<file path="config.mk">
export PLATFORM = sky130hd
export DESIGN_NAME = tx_defer_ctrl
export DESIGN_NICKNAME = d
export VERILOG_FILES = /design/src/rtl/tx_defer_pkg.sv /design/src/rtl/tx_defer_datapath.sv /design/src/rtl/tx_defer_control.sv /design/src/rtl/tx_defer_ctrl.sv
export SDC_FILE = /design/constraint.sdc
export NUM_CORES = 1
export LEC_CHECK = 0
export BUFFER_PORTS_ARGS = -buffer_cell sky130_fd_sc_hd__buf_2
export CAP_MARGIN = 10
export CORE_MARGIN = 4
export CORE_UTILIZATION = 60
export CTS_CLUSTER_SIZE = 24
export DETAILED_ROUTE_END_ITERATION = 8
export PLACE_DENSITY_LB_ADDON = 0.1
export SLEW_MARGIN = 20
export SYNTH_ARGS = -nofsm -noshare
export SYNTH_HDL_FRONTEND = slang
export SYNTH_SLANG_ARGS = --single-unit
</file>
<file path="constraint.sdc">
create_clock -name clk -period 2.4 [get_ports clk]
set_clock_uncertainty 0.05 [all_clocks]
set_input_delay 0.48 -clock clk [delete_from_list [all_inputs] [get_ports clk]]
set_output_delay 0.48 -clock clk [all_outputs]
set_load 0.05 [all_outputs]
</file>
<file path="src/rtl/tx_defer_pkg.sv">
package tx_defer_pkg;
  localparam int EXP_W  = 8;   // width of backoff exponent carried to the datapath
  localparam int LFSR_W = 10;  // pseudo-random source width, also the backoff mask cap

  typedef struct packed {
    logic             gapClear;     // medium busy: restart the gap timer
    logic             blindLoad;    // own transmission in half duplex: arm echo window
    logic             backoffLoad;  // collision below the limit: start a backoff
    logic [EXP_W-1:0] backoffExp;   // attempt number selecting the mask width
  } defer_strobe_t;
endpackage

</file>
<file path="src/rtl/tx_defer_datapath.sv">
module tx_defer_datapath
  import tx_defer_pkg::*;
#(
  parameter int IFG_CYCLES   = 480,
  parameter int BLIND_CYCLES = 200,
  parameter int SLOT_CYCLES  = 2560
) (
  input  logic          clk,
  input  logic          rstN,
  input  defer_strobe_t strobes,
  output logic          gapDone,
  output logic          blinding,
  output logic          backoffDone
);
  localparam int GAP_W   = $clog2(IFG_CYCLES + 1);
  localparam int BLIND_W = $clog2(BLIND_CYCLES + 1);
  localparam int SLOT_W  = $clog2(SLOT_CYCLES + 1);

  logic [GAP_W-1:0]   gapCnt;
  logic [BLIND_W-1:0] blindCnt;
  logic [LFSR_W-1:0]  lfsr;
  logic [LFSR_W-1:0]  slotsLeft;
  logic [SLOT_W-1:0]  slotTimer;
  logic [LFSR_W-1:0]  mask;

  // mask keeps min(exponent, LFSR_W) low bits of the random value
  always_comb begin
    for (int i = 0; i < LFSR_W; i++)
      mask[i] = (strobes.backoffExp > EXP_W'(i));
  end

  always_ff @(posedge clk) begin
    if (!rstN) begin
      gapCnt    <= '0;
      blindCnt  <= '0;
      lfsr      <= LFSR_W'(1);
      slotsLeft <= '0;
      slotTimer <= '0;
    end else begin
      // x^10 + x^7 + 1, free running
      lfsr <= {lfsr[LFSR_W-2:0], lfsr[LFSR_W-1] ^ lfsr[6]};

      if (strobes.gapClear)
        gapCnt <= '0;
      else if (gapCnt != GAP_W'(IFG_CYCLES))
        gapCnt <= gapCnt + GAP_W'(1);

      if (strobes.blindLoad)
        blindCnt <= BLIND_W'(BLIND_CYCLES);
      else if (blindCnt != '0)
        blindCnt <= blindCnt - BLIND_W'(1);

      if (strobes.backoffLoad) begin
        slotsLeft <= lfsr & mask;
        slotTimer <= SLOT_W'(SLOT_CYCLES);
      end else if (slotsLeft != '0) begin
        if (slotTimer <= SLOT_W'(1)) begin
          slotsLeft <= slotsLeft - LFSR_W'(1);
          slotTimer <= SLOT_W'(SLOT_CYCLES);
        end else begin
          slotTimer <= slotTimer - SLOT_W'(1);
        end
      end
    end
  end

  assign gapDone     = (gapCnt == GAP_W'(IFG_CYCLES));
  assign blinding    = (blindCnt != '0);
  assign backoffDone = (slotsLeft == '0);
endmodule

</file>
<file path="src/rtl/tx_defer_control.sv">
module tx_defer_control
  import tx_defer_pkg::*;
#(
  parameter int MAX_ATTEMPTS = 16,
  parameter int ATT_W        = 5
) (
  input  logic             clk,
  input  logic             rstN,
  input  logic             fdx,
  input  logic             txReq,
  input  logic             txActive,
  input  logic             rxCarrier,
  input  logic             colIn,
  input  logic             forceCol,
  input  logic             gapDone,
  input  logic             blinding,
  input  logic             backoffDone,
  output defer_strobe_t    strobes,
  output logic             txGrant,
  output logic             retryErr,
  output logic [ATT_W-1:0] attemptCnt
);
  logic             txActiveQ;
  logic             awaitTx;
  logic             colSeen;
  logic             dropHold;
  logic             colEvent;
  logic             limitHit;
  logic             txEnd;
  logic             grantCond;
  logic [ATT_W-1:0] nextCnt;

  always_comb begin
    colEvent  = txActive & ~colSeen & ((colIn & ~fdx) | forceCol);
    nextCnt   = attemptCnt + ATT_W'(1);
    limitHit  = colEvent & (nextCnt == ATT_W'(MAX_ATTEMPTS));
    txEnd     = txActiveQ & ~txActive;
    grantCond = txReq & ~dropHold & ~awaitTx & ~txGrant & ~txActive
              & gapDone & backoffDone;

    strobes.gapClear    = txActive | (~fdx & rxCarrier & ~blinding);
    strobes.blindLoad   = txActive & ~fdx;
    strobes.backoffLoad = colEvent & ~limitHit;
    strobes.backoffExp  = EXP_W'(nextCnt);
  end

  always_ff @(posedge clk) begin
    if (!rstN) begin
      txGrant    <= 1'b0;
      retryErr   <= 1'b0;
      txActiveQ  <= 1'b0;
      awaitTx    <= 1'b0;
      colSeen    <= 1'b0;
      dropHold   <= 1'b0;
      attemptCnt <= '0;
    end else begin
      txGrant   <= grantCond;
      retryErr  <= limitHit;
      txActiveQ <= txActive;

      if (grantCond)     awaitTx <= 1'b1;
      else if (txActive) awaitTx <= 1'b0;

      if (grantCond)     colSeen <= 1'b0;
      else if (colEvent) colSeen <= 1'b1;

      if (limitHit)    dropHold <= 1'b1;
      else if (!txReq) dropHold <= 1'b0;

      if (limitHit)               attemptCnt <= '0;
      else if (colEvent)          attemptCnt <= nextCnt;
      else if (txEnd && !colSeen) attemptCnt <= '0;
    end
  end
endmodule

</file>
<file path="src/rtl/tx_defer_ctrl.sv">
module tx_defer_ctrl
  import tx_defer_pkg::*;
#(
  parameter int IFG_CYCLES   = 480,
  parameter int BLIND_CYCLES = 200,
  parameter int SLOT_CYCLES  = 2560,
  parameter int MAX_ATTEMPTS = 16,
  localparam int ATT_W       = $clog2(MAX_ATTEMPTS + 1)
) (
  input  logic             clk,
  input  logic             rstN,
  input  logic             fdxEnable,
  input  logic             fdxNegotiated,
  input  logic             txReq,
  input  logic             txActive,
  input  logic             rxCarrier,
  input  logic             colIn,
  input  logic             forceCol,
  output logic             txGrant,
  output logic             retryErr,
  output logic [ATT_W-1:0] attemptCnt
);
  defer_strobe_t strobes;
  logic gapDone;
  logic blinding;
  logic backoffDone;
  logic fdx;

  assign fdx = fdxEnable | fdxNegotiated;

  tx_defer_control #(
    .MAX_ATTEMPTS(MAX_ATTEMPTS),
    .ATT_W       (ATT_W)
  ) uControl (
    .clk        (clk),
    .rstN       (rstN),
    .fdx        (fdx),
    .txReq      (txReq),
    .txActive   (txActive),
    .rxCarrier  (rxCarrier),
    .colIn      (colIn),
    .forceCol   (forceCol),
    .gapDone    (gapDone),
    .blinding   (blinding),
    .backoffDone(backoffDone),
    .strobes    (strobes),
    .txGrant    (txGrant),
    .retryErr   (retryErr),
    .attemptCnt (attemptCnt)
  );

  tx_defer_datapath #(
    .IFG_CYCLES  (IFG_CYCLES),
    .BLIND_CYCLES(BLIND_CYCLES),
    .SLOT_CYCLES (SLOT_CYCLES)
  ) uDatapath (
    .clk        (clk),
    .rstN       (rstN),
    .strobes    (strobes),
    .gapDone    (gapDone),
    .blinding   (blinding),
    .backoffDone(backoffDone)
  );
endmodule

</file>
---- Yosys cells after proc, flatten, opt, wreduce, memory -nomap -nowiden ----
Index checks and enable logic that the tools add are counted.
storage, ports and cells
  register bits after elaboration ......... 60
  bits in read-only memories .............. 0
  latch bits .............................. 0
  bits of input ports ..................... 9
  memories kept ........................... 0
  memory bits (writable) .................. 0
operators by class
  mux-type cells .......................... 14
  divide/modulo/power cells ............... 0
  equal/unequal tests ..................... 4
  bitwise operators ....................... 29
  reduce and logical (&&, ||, !) cells .... 16
  order comparisons ....................... 11
  add/subtract/negate cells ............... 5
  shift operators ......................... 0
  $mul .................................... 0
operators with widths
  kind                   count
  $mux 12                3
  $mux 10                3
  $gt 5x3->1 const B     4
  $mux 8                 2
  $and 1x1->1            15
  $le 12x1->1 const B    1
  $sub 12x1->12 const B  1
  $and 10x10->10         1
  $gt 5x1->1 const B     2
  $gt 5x2->1 const B     2
  $gt 5x4->1 const B     2
  $logic_not 10->1       1
  $mux 5                 2
  $reduce_bool 10->1     1
  $reduce_bool 2->1      5
  $reduce_or 2->1        5
  $sub 10x1->10 const B  1
  $add 9x1->9 const B    1
  $eq 9x9->1 const B     1
  $ne 9x9->1 const B     1
  $not 1->1              9
  $reduce_bool 8->1      1
  $sub 8x1->8 const B    1
  $add 5x1->5 const B    1
  8 further kinds        13

---- Logic depth before layout (Yosys ltp) ----
  depth after elaboration ................. 10
  gate-level depth with buffers ........... 8
  gate-level depth less buffers ........... 8

---- Modules after synthesis ----
A second synthesis with hierarchy kept.
second synthesis, totals
  cells, all modules ...................... 362
  area, all modules ....................... 3085.5 sq um
by module, submodules not included
  module             area an instance (sq um)  seq. area each (sq um)  times used  cells each
  tx_defer_datapath  2474.9                    980.9                   1           291
  tx_defer_control   604.3                     220.2                   1           70
  tx_defer_ctrl      6.3                       0.0                     1           1

---- Worst setup path after synthesis ----
OpenSTA, ideal clock, no wires.
  path kind ............................... register to register
  start ................................... reg uControl.attemptCnt[1]
  end ..................................... reg uDatapath.slotTimer[8]
  arrival ................................. 2.282 ns
  stages on the path, launching flop included .. 9
  required time ........................... 2.280 ns
  library setup time ...................... 0.070 ns
  clock period less this slack ............ 2.401 ns
  slack ................................... -0.001 ns
  path through ............................ dfxtp_1 > ha_1 > buf_2 > nand3_1 > xnor2_1 > a21oi_1 > or3_1 > buf_2 > a21oi_1
between the ends
  word-level cells in the longest chain between the ends .. 6
ends and longest elaborated chain
  what                              RTL line                 RTL
  start: declaration                tx_defer_control.sv:21   output logic [ATT_W-1:0] attemptCnt
  start signal: assignment          tx_defer_control.sv:71   else if (colEvent) attemptCnt <= nextCnt;
  $add 5x1->5                       tx_defer_control.sv:35   nextCnt = attemptCnt + ATT_W'(1);
  $eq 5x5->1                        tx_defer_control.sv:36   limitHit = colEvent & (nextCnt == ATT_W'(MAX_ATTEMPTS));
  $and 1x1->1                       tx_defer_control.sv:36
  $not 1->1                         tx_defer_control.sv:43   strobes.backoffLoad = colEvent & ~limitHit;
  $and 1x1->1                       tx_defer_control.sv:43
  $reduce_or 2->1 (no source line)  --
  end signal: assignment            tx_defer_datapath.sv:55  slotTimer <= SLOT_W'(SLOT_CYCLES);
  end signal: assignment            tx_defer_datapath.sv:59  slotTimer <= SLOT_W'(SLOT_CYCLES);
  end signal: assignment            tx_defer_datapath.sv:61  slotTimer <= slotTimer - SLOT_W'(1);
  end: declaration                  tx_defer_datapath.sv:23  logic [SLOT_W-1:0] slotTimer;
No other way between the ends.
A chain may end at the register's enable or synchronous reset.

---- Worst setup path after layout ----
  start ................................... reg uControl.attemptCnt[0]
  end ..................................... reg uDatapath.slotTimer[8]
The elaborated chain is that of the path after synthesis.

==> impl_results.md <==
* Synthesized cell area at 0.00296 mm²
* Diode count at 0
* Post-Syn Instances at 348
* # fillers at 395
* Peak fanout along the critical path at 10
* WL/cell at 13.7 µm
* Final net count at 390
* Top delay family on crit path: simple AND/OR/NAND/NOR gates
* Clock-pin slew on the worst setup and hold paths at 0.07 ns
* Share of layout cells above drive strength 1 at 14.4%
* Grt total ovfl at 0
* Worst path buffer plus inverter count at 0
* Cell taking the most area after synthesis: dfxtp_1
* CP Capture Type: flip-flop
* Avg Cell Area, Syn at 8.51 µm²
* CTS Buf Count at 9
* Pre-CTS setup slack at 0.262 ns
* Synth top cells by count: dfxtp_1 (60), nor2_1 (45), a21oi_1 (28), nand2_1 (26), xnor2_1 (17)
* Drt drc at 0
* Longest Clk Path Bufs at 2
* # IOs at 16
* Slew at the pin closest to its max-slew limit at 0.780 ns
* Hold Fails Final Rpt at 0
* Seq/Total Area, Yosys at 40.6%
* Max IR drop VDD at 0.000585 V
* Total GRT Usage at 22.4%
* Total die area at 0.00612 mm²
* Final Critical Period at 2.17 ns
* DIE HEIGHT at 78.3 µm
* Synth cell types at 55
* Top-count cell post-synth: dfxtp_1
* First-pass GRT wire length at 10.8 mm
* Worst setup SP type: flip-flop
* Synth Net Count at 368
* Htree depth at 3
* Worst path cell trace: ha_1, nand3_1, xnor2_1, a21oi_1, or3_1, a21oi_1
* Final Non-Filler Cells at 442
* Final wirelength at 6.06 mm
* Slowest CP cell: or3_1
* Number of global-route vias before repair at 2,426
* Starting Density at 62.3%
* Min-Delay Path Class: input pin to flip-flop
* Initial DRC count at 108
* Pre-Repair DR Iteration Count at 4
* DP Cell Count at 426
* Row cnt at 25
* Area Overhead vs Synth at 13.2%
* Clk sink count at 60
* Final period util at 90.5%
* Vias per cell at 5.58
* Max incr delay on CP at 0.47 ns
* Synth top area share at 40.6%
* Setup ws final at 0.228 ns
* Final setup viols at 0
* CTS Root Cell: clkbuf_8
* Max Clk Rate at 0.460 GHz
* Initial antenna violation count at 0
* Number of synthesized flops with an enable pin at 0
* Max-slew headroom at 47.7%
* Final Cell Area at 0.00335 mm²
* Largest net degree at the start of global routing at 19
* RSZ-0062 raised after global routing: no
* CTS hold repair buffers at 0
* Placed Area at 0.00313 mm²
* IO buf count at 15
* Leak Pwr at 0.00131 µW
* Post-synthesis sequential element count at 60
* Hpwl dp at 4.37 mm
* Area contributors post-synth: dfxtp_1 (41%), nor2_1 (5.7%), xnor2_1 (5.0%)
* CP Data Arrival Time at 2.38 ns
* TritonCTS clock tree: done
* Required time worst endpoint at 2.61 ns
* Ys flop type: dfxtp_1
* Area of the multi-input gates at 0.00165 mm²
* Yosys warnings at 0
* Fin util at 70.5%
* Ys async rst share at 0%
* Vias at 2,465
* Core Region at 0.00475 mm²
* Insertion delay to the later sink of the worst-skew pair at 0.33 ns
* Pwr per Cell Area at 1200 mW/mm²
* Register area at 0.00120 mm²
* Setup repair bufs after CTS at 0
* Maxcap violations at 0
* Status: complete, no violations
* Post-route ant nets at 0
* Die X at 78.3 µm
* WS Path Type: flip-flop to flip-flop
* Post-CTS resize count at 0
* Crit path top cell by count: a21oi_1
* RD Place Congestion at 0.924
* Total Neg Setup Slack at 0 ns
* Final max-slew violation count at 0
-- final timing paths --
kind | from | to | slack, ns | depth (start not counted)
max | uControl.attemptCnt[0]$_SDFFE_PP0P_ | uDatapath.slotTimer[8]$_SDFFE_PP0P_ | 0.23 | 6
max reg2reg | uControl.attemptCnt[0]$_SDFFE_PP0P_ | uDatapath.slotTimer[8]$_SDFFE_PP0P_ | 0.23 | 6
min reg2reg | uDatapath.lfsr[3]$_SDFF_PN0_ | uDatapath.lfsr[4]$_SDFF_PN0_ | 0.40 | 1
min | txReq | uControl.dropHold$_SDFFE_PN0P_ | 0.36 | 3
-- layout make-up --
class,count,share of cell area (%)
inverter,14,1.57
timing repair buffer,24,4.26
clock inverter,4,2.16
clock buffer,12,4.33
sequential,60,35.9
multi-input combinational,261,49.3
tap,67,2.50
-- metal layers --
metal	share of wire, %	vias to the layer above	track usage [%]
li1	-	1268	-
met4	2.6	0	10.8
met2	44	47	35.9
met1	49	1134	27.8
met3	3.8	16	5.96
met5	0	-	0
-- kinds of logic (layout without fill, tap and decap cells) --
family	after synthesis	in the layout	synth area share, %
mux	3	3	1.10
xor+xnor	26	26	7.69
flops	60	60	40.6
simple gates	150	150	27.2
compound gates	71	71	15.2
fa+ha+maj	11	11	4.65
buf+inv	27	54	3.63
-- where the power goes --
group	switching [µW]	internal [µW]	leakage [µW]	total [µW]
clock	379	612	0.000107	991
combinational	933	734	0.000708	1670
sequential	183	1200	0.000491	1380
total	1490	2540	0.00131	4040
-- tightest hold or removal path, cell delays in order --
cell and delay [ns]:
buf_2 0.11, nand2_1 0.05, a21oi_1 0.05
-- through the flow --
step                      hold slack, ns  total power (µW)
after global routing               0.343              4350
after CTS                          0.352              4060
after global placement             0.384              2980
final                              0.361              4040
after detailed placement           0.396              3030
after floorplan                    0.379              2690
-- registers in the layout (all words and copies together), names as in the netlist --
| name | count |
|---|---|
| uControl.txActiveQ | 1 |
| uControl.awaitTx | 1 |
| uDatapath.slotsLeft | 10 |
| uControl.colSeen | 1 |
| uControl.txGrant | 1 |
| uDatapath.gapCnt | 9 |
| uDatapath.lfsr | 10 |
| uControl.dropHold | 1 |
| uControl.attemptCnt | 5 |
| uControl.retryErr | 1 |
| uDatapath.blindCnt | 8 |
| uDatapath.slotTimer | 12 |
-- cell usage in the layout (no fill, tap or decap), drive strengths merged, types with 2 or more instances in the layout --
master,count
nand3,14
nor4b,3
mux2,2
nand2,26
dfxtp,60
o21a,2
nor3b,3
inv,13
o21ai,13
or2,2
a211oi,5
ha,11
buf,24
and2,13
and3,3
nor2,45
xnor2,17
nand4,2
a21oi,28
nand4b,3
clkbuf,12
or3,8
o31ai,2
nor4,7
xor2,9
clkinv,2
bufinv,2
nor3,10
nand2b,2
a31oi,5
nand3b,4
o211ai,6
No activity file was read; power rests on OpenSTA's default activity.
